--- src/rtl/fp_exc_recorder.sv ---
`timescale 1ns/1ps
module fp_exc_recorder #(
  parameter int SW = 32,
  parameter int AW = 32,
  parameter logic [AW-1:0] RESET_PC = '0
) (
  input  logic          clk,
  input  logic          rst_n,
  input  logic          cfg_load,
  input  logic [SW-1:0] cfg_stat,
  input  logic [AW-1:0] cfg_pc,
  input  logic [AW-1:0] cfg_npc,
  input  logic          op_valid,
  input  logic [4:0]    op_flags,
  output logic [SW-1:0] stat_o,
  output logic [AW-1:0] pc_o,
  output logic [AW-1:0] npc_o,
  output logic          trap_o
);
  localparam int NF     = 5;
  localparam int CUR_LO = 0;
  localparam int ACC_LO = 5;
  localparam int TT_LO  = 14;
  localparam int TT_W   = 3;
  localparam int EN_LO  = 23;
  localparam logic [TT_W-1:0] TT_IEEE = TT_W'(1);

  logic [SW-1:0] stat_q, stat_d;
  logic [AW-1:0] pc_q, npc_q;
  logic          trap_q;

  wire [NF-1:0] en_mask = stat_q[EN_LO +: NF];
  wire [NF-1:0] hit     = op_flags & en_mask;
  wire          take    = |hit;

  logic [NF-1:0] pick;
  always_comb begin
    pick = '0;
    for (int i = 0; i < NF; i++)
      if (hit[i]) begin
        pick    = '0;
        pick[i] = 1'b1;
      end
  end

  wire [NF-1:0] cur = take ? pick : op_flags;

  always_comb begin
    stat_d = stat_q;
    stat_d[CUR_LO +: NF] = cur;
    if (take) stat_d[TT_LO +: TT_W] = TT_IEEE;
    else      stat_d[ACC_LO +: NF] = stat_q[ACC_LO +: NF] | op_flags;
  end

  always_ff @(posedge clk or negedge rst_n) begin
    if (!rst_n) begin
      stat_q <= '0;
      pc_q   <= RESET_PC;
      npc_q  <= RESET_PC + AW'(4);
      trap_q <= 1'b0;
    end else if (cfg_load) begin
      stat_q <= cfg_stat;
      pc_q   <= cfg_pc;
      npc_q  <= cfg_npc;
      trap_q <= 1'b0;
    end else if (op_valid) begin
      stat_q <= stat_d;
      trap_q <= take;
      if (!take) begin
        pc_q  <= npc_q;
        npc_q <= npc_q + AW'(4);
      end
    end else begin
      trap_q <= 1'b0;
    end
  end

  assign stat_o = stat_q;
  assign pc_o   = pc_q;
  assign npc_o  = npc_q;
  assign trap_o = trap_q;

  p_trap_decision_r3: assert property (@(posedge clk) disable iff (!rst_n)
    (op_valid && !cfg_load) |=> (trap_o == |($past(op_flags) & $past(stat_o[EN_LO +: NF]))));

  p_trap_single_r5: assert property (@(posedge clk) disable iff (!rst_n)
    trap_o |-> $onehot(stat_o[CUR_LO +: NF]));

  p_acc_frozen_r5: assert property (@(posedge clk) disable iff (!rst_n)
    trap_o |-> $stable(stat_o[ACC_LO +: NF]));

  p_trap_type_r6: assert property (@(posedge clk) disable iff (!rst_n)
    trap_o |-> (stat_o[TT_LO +: TT_W] == TT_IEEE));

  p_pc_hold_r7: assert property (@(posedge clk) disable iff (!rst_n)
    trap_o |-> ($stable(pc_o) && $stable(npc_o)));

  p_pc_advance_r7: assert property (@(posedge clk) disable iff (!rst_n)
    (op_valid && !cfg_load && ((op_flags & stat_o[EN_LO +: NF]) == '0))
      |=> (pc_o == $past(npc_o) && npc_o == $past(npc_o) + AW'(4)));

  p_idle_hold_r9: assert property (@(posedge clk) disable iff (!rst_n)
    (!op_valid && !cfg_load) |=> ($stable(stat_o) && $stable(pc_o) && !trap_o));
endmodule

--- config.mk ---
export PLATFORM = sky130hd
export DESIGN_NAME = fp_exc_recorder
export DESIGN_NICKNAME = d
export VERILOG_FILES = /design/src/rtl/fp_exc_recorder.sv
export SDC_FILE = /design/constraint.sdc
export NUM_CORES = 1
export LEC_CHECK = 0
export ABC_AREA = 1
export CAP_MARGIN = 20
export CORE_UTILIZATION = 30
export CTS_CLUSTER_DIAMETER = 100
export DETAILED_ROUTE_END_ITERATION = 7
export PLACE_DENSITY_LB_ADDON = 0.3
export SYNTH_ARGS = -nofsm -noshare
export SYNTH_HDL_FRONTEND = slang
export SYNTH_SLANG_ARGS = --single-unit
--- constraint.sdc ---
create_clock -name clk -period 2.07 [get_ports clk]
set_input_delay 0.621 -clock clk [delete_from_list [all_inputs] [get_ports clk]]
set_output_delay 0.621 -clock clk [all_outputs]
set_load 0.005 [all_outputs]
==> results of run 1 <==
[worst reg2reg max path, delay by kind of cell (launching register included)]
family	cells	cell delay, ns
and+or+nand+nor	9	1.05
DFF	1	0.56
adders and majority gates	1	0.20
[state kept, by name, indices dropped and copies added, names as in the netlist]
name and flops:
trap_o 1, npc_o 32, pc_o 32, stat_o 32
[worst min-delay path by stage]
stage	end	slack, ns	cells after the start
after floorplan	npc_o[0]	0.33	0
after global placement	stat_o[17]	0.45	2
after detailed placement	stat_o[15]	0.46	2
after CTS	stat_o[5]	0.19	1
after global routing	stat_o[5]	0.19	1
final	stat_o[5]	0.18	1
[synthesized netlist by cell type, types with 3 or more instances]
master and instances:
nand2_1 389, dfrtp_1 96, nor2_1 48, nand3_1 30
o21ai_1 26, inv_1 23, buf_2 21, a21oi_1 19
a21boi_0 14, o21ai_0 13, nand4_1 10, nand2_2 6
nor2_4 6, a31oi_1 5, nor2_2 5, inv_2 4
o211ai_1 4, buf_4 3, buf_6 3, clkbuf_1 3
nand3b_1 3
[timing repair]
item                       CTS  global route
setup endpoints to repair    0             2
setup buffers                0             0
resized for setup            0             2
[through the flow]
| stage | setup WS (ns) | instance area (um^2) |
|---|---|---|
| 2_1_floorplan | 0.508 | 5280 |
| 3_3_place_gp | 0.00474 | 7700 |
| 3_5_place_dp | -0.0467 | 7700 |
| 4_1_cts | 0.0172 | 8010 |
| 5_1_grt | 0.00860 | 8020 |
| 6_report | 0.0338 | 8020 |
[layout make-up]
type / count / area, um^2 / area share (%)
well taps: 225 / 282 / 3.51
clock inverters: 7 / 86.3 / 1.08
clock buffers: 9 / 225 / 2.81
inverters: 28 / 108 / 1.34
repair buffers: 229 / 2320 / 28.9
flip-flops and latches: 97 / 2430 / 30.3
multi-input cells: 588 / 2570 / 32.0
[logic make-up after synthesis]
group,after synthesis,share of synthesized area (%)
AO/OA/AOI/OAI,83,8.90
adder cells (fa/ha/maj),1,0.237
buffers and inverters,60,5.45
AND/OR/NAND/NOR,502,39.1
XOR/XNOR,2,0.332
flip-flops,97,46.0
[routing by layer]
metal  share of wire [%]  vias up  track usage [%]
met4                 1.8        0             6.30
met2                  46      172             31.3
met3                 8.6       18             5.48
met5                   0        -                0
li1                    -     2779                -
met1                  43     2454             25.0
[power by group through the flow]
stage / Combinational (mW) / Clock [mW] / Sequential, mW
2_1_floorplan: 0.697 / 0 / 2.50
3_3_place_gp: 1.82 / 0 / 2.53
3_5_place_dp: 1.84 / 0 / 2.54
4_1_cts: 1.84 / 1.86 / 2.51
5_1_grt: 2.01 / 1.94 / 2.55
6_report: 1.81 / 1.80 / 2.51
==> key figures, run 1 <==
Global route
  • Initial antenna violation count: 0
  • Overall Global Routing Usage: 19.4%
  • Largest net degree at the start of global routing: 88
  • Vias in the first global route: 5165
  • First-pass GRT wire length: 27400 um
  • Overflow after GRT: 0

Power and ir drop
  • PD cells: 764 nW/um^2
  • Sw Pwr: 1.92 mW
  • Seq pwr share: between 40% and 50%
  • P_int: 4.20 mW
  • Total Power: slightly above 6 mW
  • Leakage: ~3.7 nW
  • Peak VDD IR: 409 uV
  • Combinational group share of total power: 29.6%
  • Sw Ratio: 31.4%
  • Clk network pwr share: between 20% and 30%

Run status
  • Outcome: completed

Route
  • Routed wire length per instance: 14.3 um
  • Vias: 5423
  • Remaining antenna violation count after routing: 0
  • Violation count after the first detailed-route iteration: 307
  • Drt first pass iters: 4
  • Vias per cell: 4.58
  • Overall routed net length: 16900 um
  • Post-route DRC: 0

STA
  • Maximum clock frequency: 491 MHz
  • Fin Hold WS: between 0.15 and 0.2 ns
  • Unrepaired setup endpoints after global routing: no
  • Setup Viol. Count Final: 0
  • Clock skew: 0.00672 ns
  • Min Tclk post-route: 2.04 ns
  • Final setup TNS: 0 ns
  • Worst-margin pin slew: 0.393 ns
  • Pins Over Slew Limit: 0
  • Tcrit/Tclk final: 98.4%
  • Final Hold Viols: 0
  • Worst slew margin: 73.8%

Floorplanning
  • Area of the die: about 18000 um^2
  • Initial Utilization: roughly 30%
  • Die width: 135 um
  • I/O Pins: 202
  • Rows: 48
  • Height of the die: ~130 um
  • Core area: 17200 um^2

Synthesis
  • Largest area contributor in the synthesized netlist: dfrtp_1
  • Mapped Area: ~5300 um^2
  • Syn Inst Count: 745
  • Seq/Total Area, Yosys: 46.0%
  • Mapped Nets: 851
  • Post-synthesis cell type count: 32
  • Synth Register Bits: 97
  • Top cells by area, synth: dfrtp_1, nand2_1, nor2_1
  • FFs w/ async S/R, synth: 100%
  • Mean Syn Cell Area: 7.09 um^2
  • Top_reg_cell synth: dfrtp_1
  • YS warnings: 0
  • Post-synth EDFFs: 0
  • Share of the synthesized area in the top cell type: between 40% and 50%

Placement
  • Global placement routability congestion: 0.833
  • Port buffer count: 201
  • Detailed placement HPWL: 12300 um
  • DP Cell Count: 1167

Setup path
  • Critical path, cell by cell: clkdlybuf4s50_1
  • Worst Path Arrival: ~1.4 ns
  • Setup slack, reg-to-reg: 0.17 ns
  • Crit. Startpoint: npc_o[2]
  • Levels on crit path: 1
  • Slowest-stage cell, CP: dfstp_2
  • Worst Path Buf+Inv: 1
  • Worst setup EP type: output port
  • Crit path kind: flop to output port
  • Critical R2R Launch: npc_o[2]
  • CP endpoint: npc_o[2]
  • Worst R2R End: npc_o[30]
  • WP data required: 1.45 ns
  • CP max stage delay: 0.56 ns
  • Reg2Reg Depth: 10
  • CP Launch Type: flop
  • Critical Path Fanout Max: 3
  • Crit path max-delay family: flip-flops

CTS
  • CTS H-Tree Depth: 3
  • Inserted Clock Buffers: 9
  • CTS Buffer Depth: 2
  • Clock sink count: 97
  • Number of hold buffers added after cts: 0
  • Clock latency on the worst-skew pair: around 0.36 ns
  • CTS tree: done
  • Clk pin slew, worst setup/hold paths: 0.07 ns
  • CTS root buffer: clkbuf_16

Finish
  • Final Util: a little under half
  • Commonest non-fill, non-tap cells in the layout: nand2_1, clkdlybuf4s50_1, dfrtp_1, nor2_1, nand3_1
  • Layout area overhead: 51.7%
  • Final std cells w/o fill: around 1200
  • Fin nets: 1059
  • Layout cell share with drive strength beyond 1: 7.83%
  • Fillers: 1706
  • Diodes inserted: 0
  • Most common cell after layout, fill and taps aside: nand2_1

Job
  • Max Cap Violations: 0

Worst hold path
  • Min-Delay Path Class: input port to asynchronous set/reset pin
Note: power is estimated with default switching activity, not from simulation.
==> run 2, diff against run 1 <==
==> constraint.sdc (replaced) <==
create_clock -name clk -period 2.07 [get_ports clk]
set_input_delay 0.621 -clock clk [delete_from_list [all_inputs] [get_ports clk]]
set_output_delay 0.621 -clock clk [all_outputs]
set_load 0.02 [all_outputs]
==> run 2 against run 1 <==
Routed wire length rose by 1.8%. Critical path type unchanged. Global-route usage rose by 0.13 points. Count of clock-buffer cells in the layout rose by 3.
==> key figures, run 2 (synthesized netlist as in run 1, its figures left out) <==
Run status
  • Outcome: completed

Setup path
  • WP data required: roughly 1.5 ns
  • Worst Path Arrival: around 1.4 ns
  • Worst setup EP type: output port
  • CP Launch Type: flop
  • Critical path, cell by cell: clkdlybuf4s50_1
  • Slowest-stage cell, CP: clkdlybuf4s50_1
  • Crit path max-delay family: buffers and inverters
  • Critical Path Fanout Max: 5
  • Worst Path Buf+Inv: 1
  • Crit path kind: flop to output port
  • CP max stage delay: 0.66 ns

Global route
  • Overall Global Routing Usage: 19.6%
  • Largest net degree at the start of global routing: 100
  • Overflow after GRT: 0
  • First-pass GRT wire length: about 28000 um
  • Initial antenna violation count: 0
  • Vias in the first global route: 5380

Floorplanning
  • Rows: 48
  • Area of the die: roughly 18000 um^2
  • Core area: 17200 um^2
  • Initial Utilization: 30.7%
  • Height of the die: 135 um
  • Die width: 135 um
  • I/O Pins: 202

Route
  • Overall routed net length: approximately 17000 um
  • Drt first pass iters: 6
  • Remaining antenna violation count after routing: 0
  • Vias: 5475
  • Violation count after the first detailed-route iteration: approximately 210
  • Post-route DRC: 0
  • Routed wire length per instance: around 14 um
  • Vias per cell: between 4 and 5

Finish
  • Fin nets: 1064
  • Layout cell share with drive strength beyond 1: ~7.9%
  • Commonest non-fill, non-tap cells in the layout: nand2_1, clkdlybuf4s50_1, dfrtp_1, nor2_1, nand3_1
  • Fillers: 1732
  • Diodes inserted: 0
  • Layout area overhead: 52.8%
  • Most common cell after layout, fill and taps aside: nand2_1

Power and ir drop
  • PD cells: 808 nW/um^2
  • Peak VDD IR: 378 uV
  • Leakage: about 3.9 nW
  • Total Power: 6.52 mW

Placement
  • Global placement routability congestion: 0.840
  • Port buffer count: about 200
  • Detailed placement HPWL: between 10000 and 15000 um

CTS
  • CTS H-Tree Depth: 3
  • CTS root buffer: clkbuf_16
  • Clock latency on the worst-skew pair: 0.35 ns
  • CTS tree: done
  • Inserted Clock Buffers: 9
  • Clock sink count: 97
  • CTS Buffer Depth: 2
  • Clk pin slew, worst setup/hold paths: 0.07 ns

STA
  • Fin Hold WS: 0.213 ns
  • Worst-margin pin slew: 0.457 ns
  • Pins Over Slew Limit: 0
  • Maximum clock frequency: 493 MHz
  • Min Tclk post-route: approximately 2.0 ns
  • Unrepaired setup endpoints after global routing: no
  • Worst slew margin: 69.5%
  • Tcrit/Tclk final: 98.1%
  • Clock skew: 0.00676 ns
  • Setup Viol. Count Final: 0
  • Final Hold Viols: 0

Job
  • Max Cap Violations: 0

Worst hold path
  • Min-Delay Path Class: input port to asynchronous set/reset pin
run 2: layout make-up:
cell class                      count  area (um^2)  area share [%]
Sequential cell                    97         2430            30.1
Clock inverter                      4         76.3           0.945
Inverter                           28          108            1.33
Timing Repair Buffer              234         2360            29.3
Clock buffer                       12          246            3.05
Multi-Input combinational cell    588         2570            31.8
Tap cell                          225          282            3.49
run 2: power by group:
| group | switching (mW) | leakage, nW | internal (mW) | total, mW |
|---|---|---|---|---|
| registers | 0.275 | 1.20 | 2.20 | 2.48 |
| clock network | 0.750 | 0.153 | 1.10 | 1.85 |
| logic | 1.18 | 2.55 | 1.02 | 2.19 |
| total | 2.20 | 3.91 | 4.32 | 6.52 |
run 2: worst paths after layout:
| check | slack (ns) | depth (start not counted) | startpoint | to |
|---|---|---|---|---|
| max | 0.04 | 1 | npc_o[30] | npc_o[30] |
| min | 0.21 | 1 | rst_n | stat_o[23] |
| max reg2reg | 0.18 | 11 | npc_o[2] | npc_o[30] |
| min reg2reg | 0.47 | 2 | stat_o[15] | stat_o[15] |
| max in group asynchronous | 1.20 | 2 | rst_n | npc_o[2] |
| min in group clk | 0.47 | 2 | stat_o[15] | stat_o[15] |
run 2: metrics by stage:
step / setup slack, ns / TNS, ns / utilization, % / instance area (um^2) / std cells
finish: 0.0398 / 0 / 46.8 / 8070 / 1188
global route: 0.00707 / 0 / 46.8 / 8070 / 1188
detailed placement: -0.0449 / -0.698 / 44.7 / 7710 / 1170
floorplan: 0.427 / 0 / - / 5280 / 745
CTS: 0.00105 / 0 / 46.5 / 8020 / 1186
global placement: -0.0184 / -0.136 / 44.7 / 7710 / 1170
run 2: repair_timing:
| item | in CTS | in global routing |
|---|---|---|
| pin swaps | 0 | 1 |
| endpoints found under the setup margin | 12 | 11 |
| hold buffers | 0 | 0 |
| buffers inserted | 0 | 2 |
| gates cloned | 0 | 0 |
| gates resized for setup | 12 | 10 |
run 2: metal layers:
metal | track usage [%] | vias to the layer above | share of wire (%)
li1 | - | 2787 | -
met1 | 23.7 | 2499 | 43
met2 | 32.9 | 174 | 47
met3 | 5.78 | 15 | 8.0
met4 | 6.68 | 0 | 1.7
met5 | 0 | - | 0
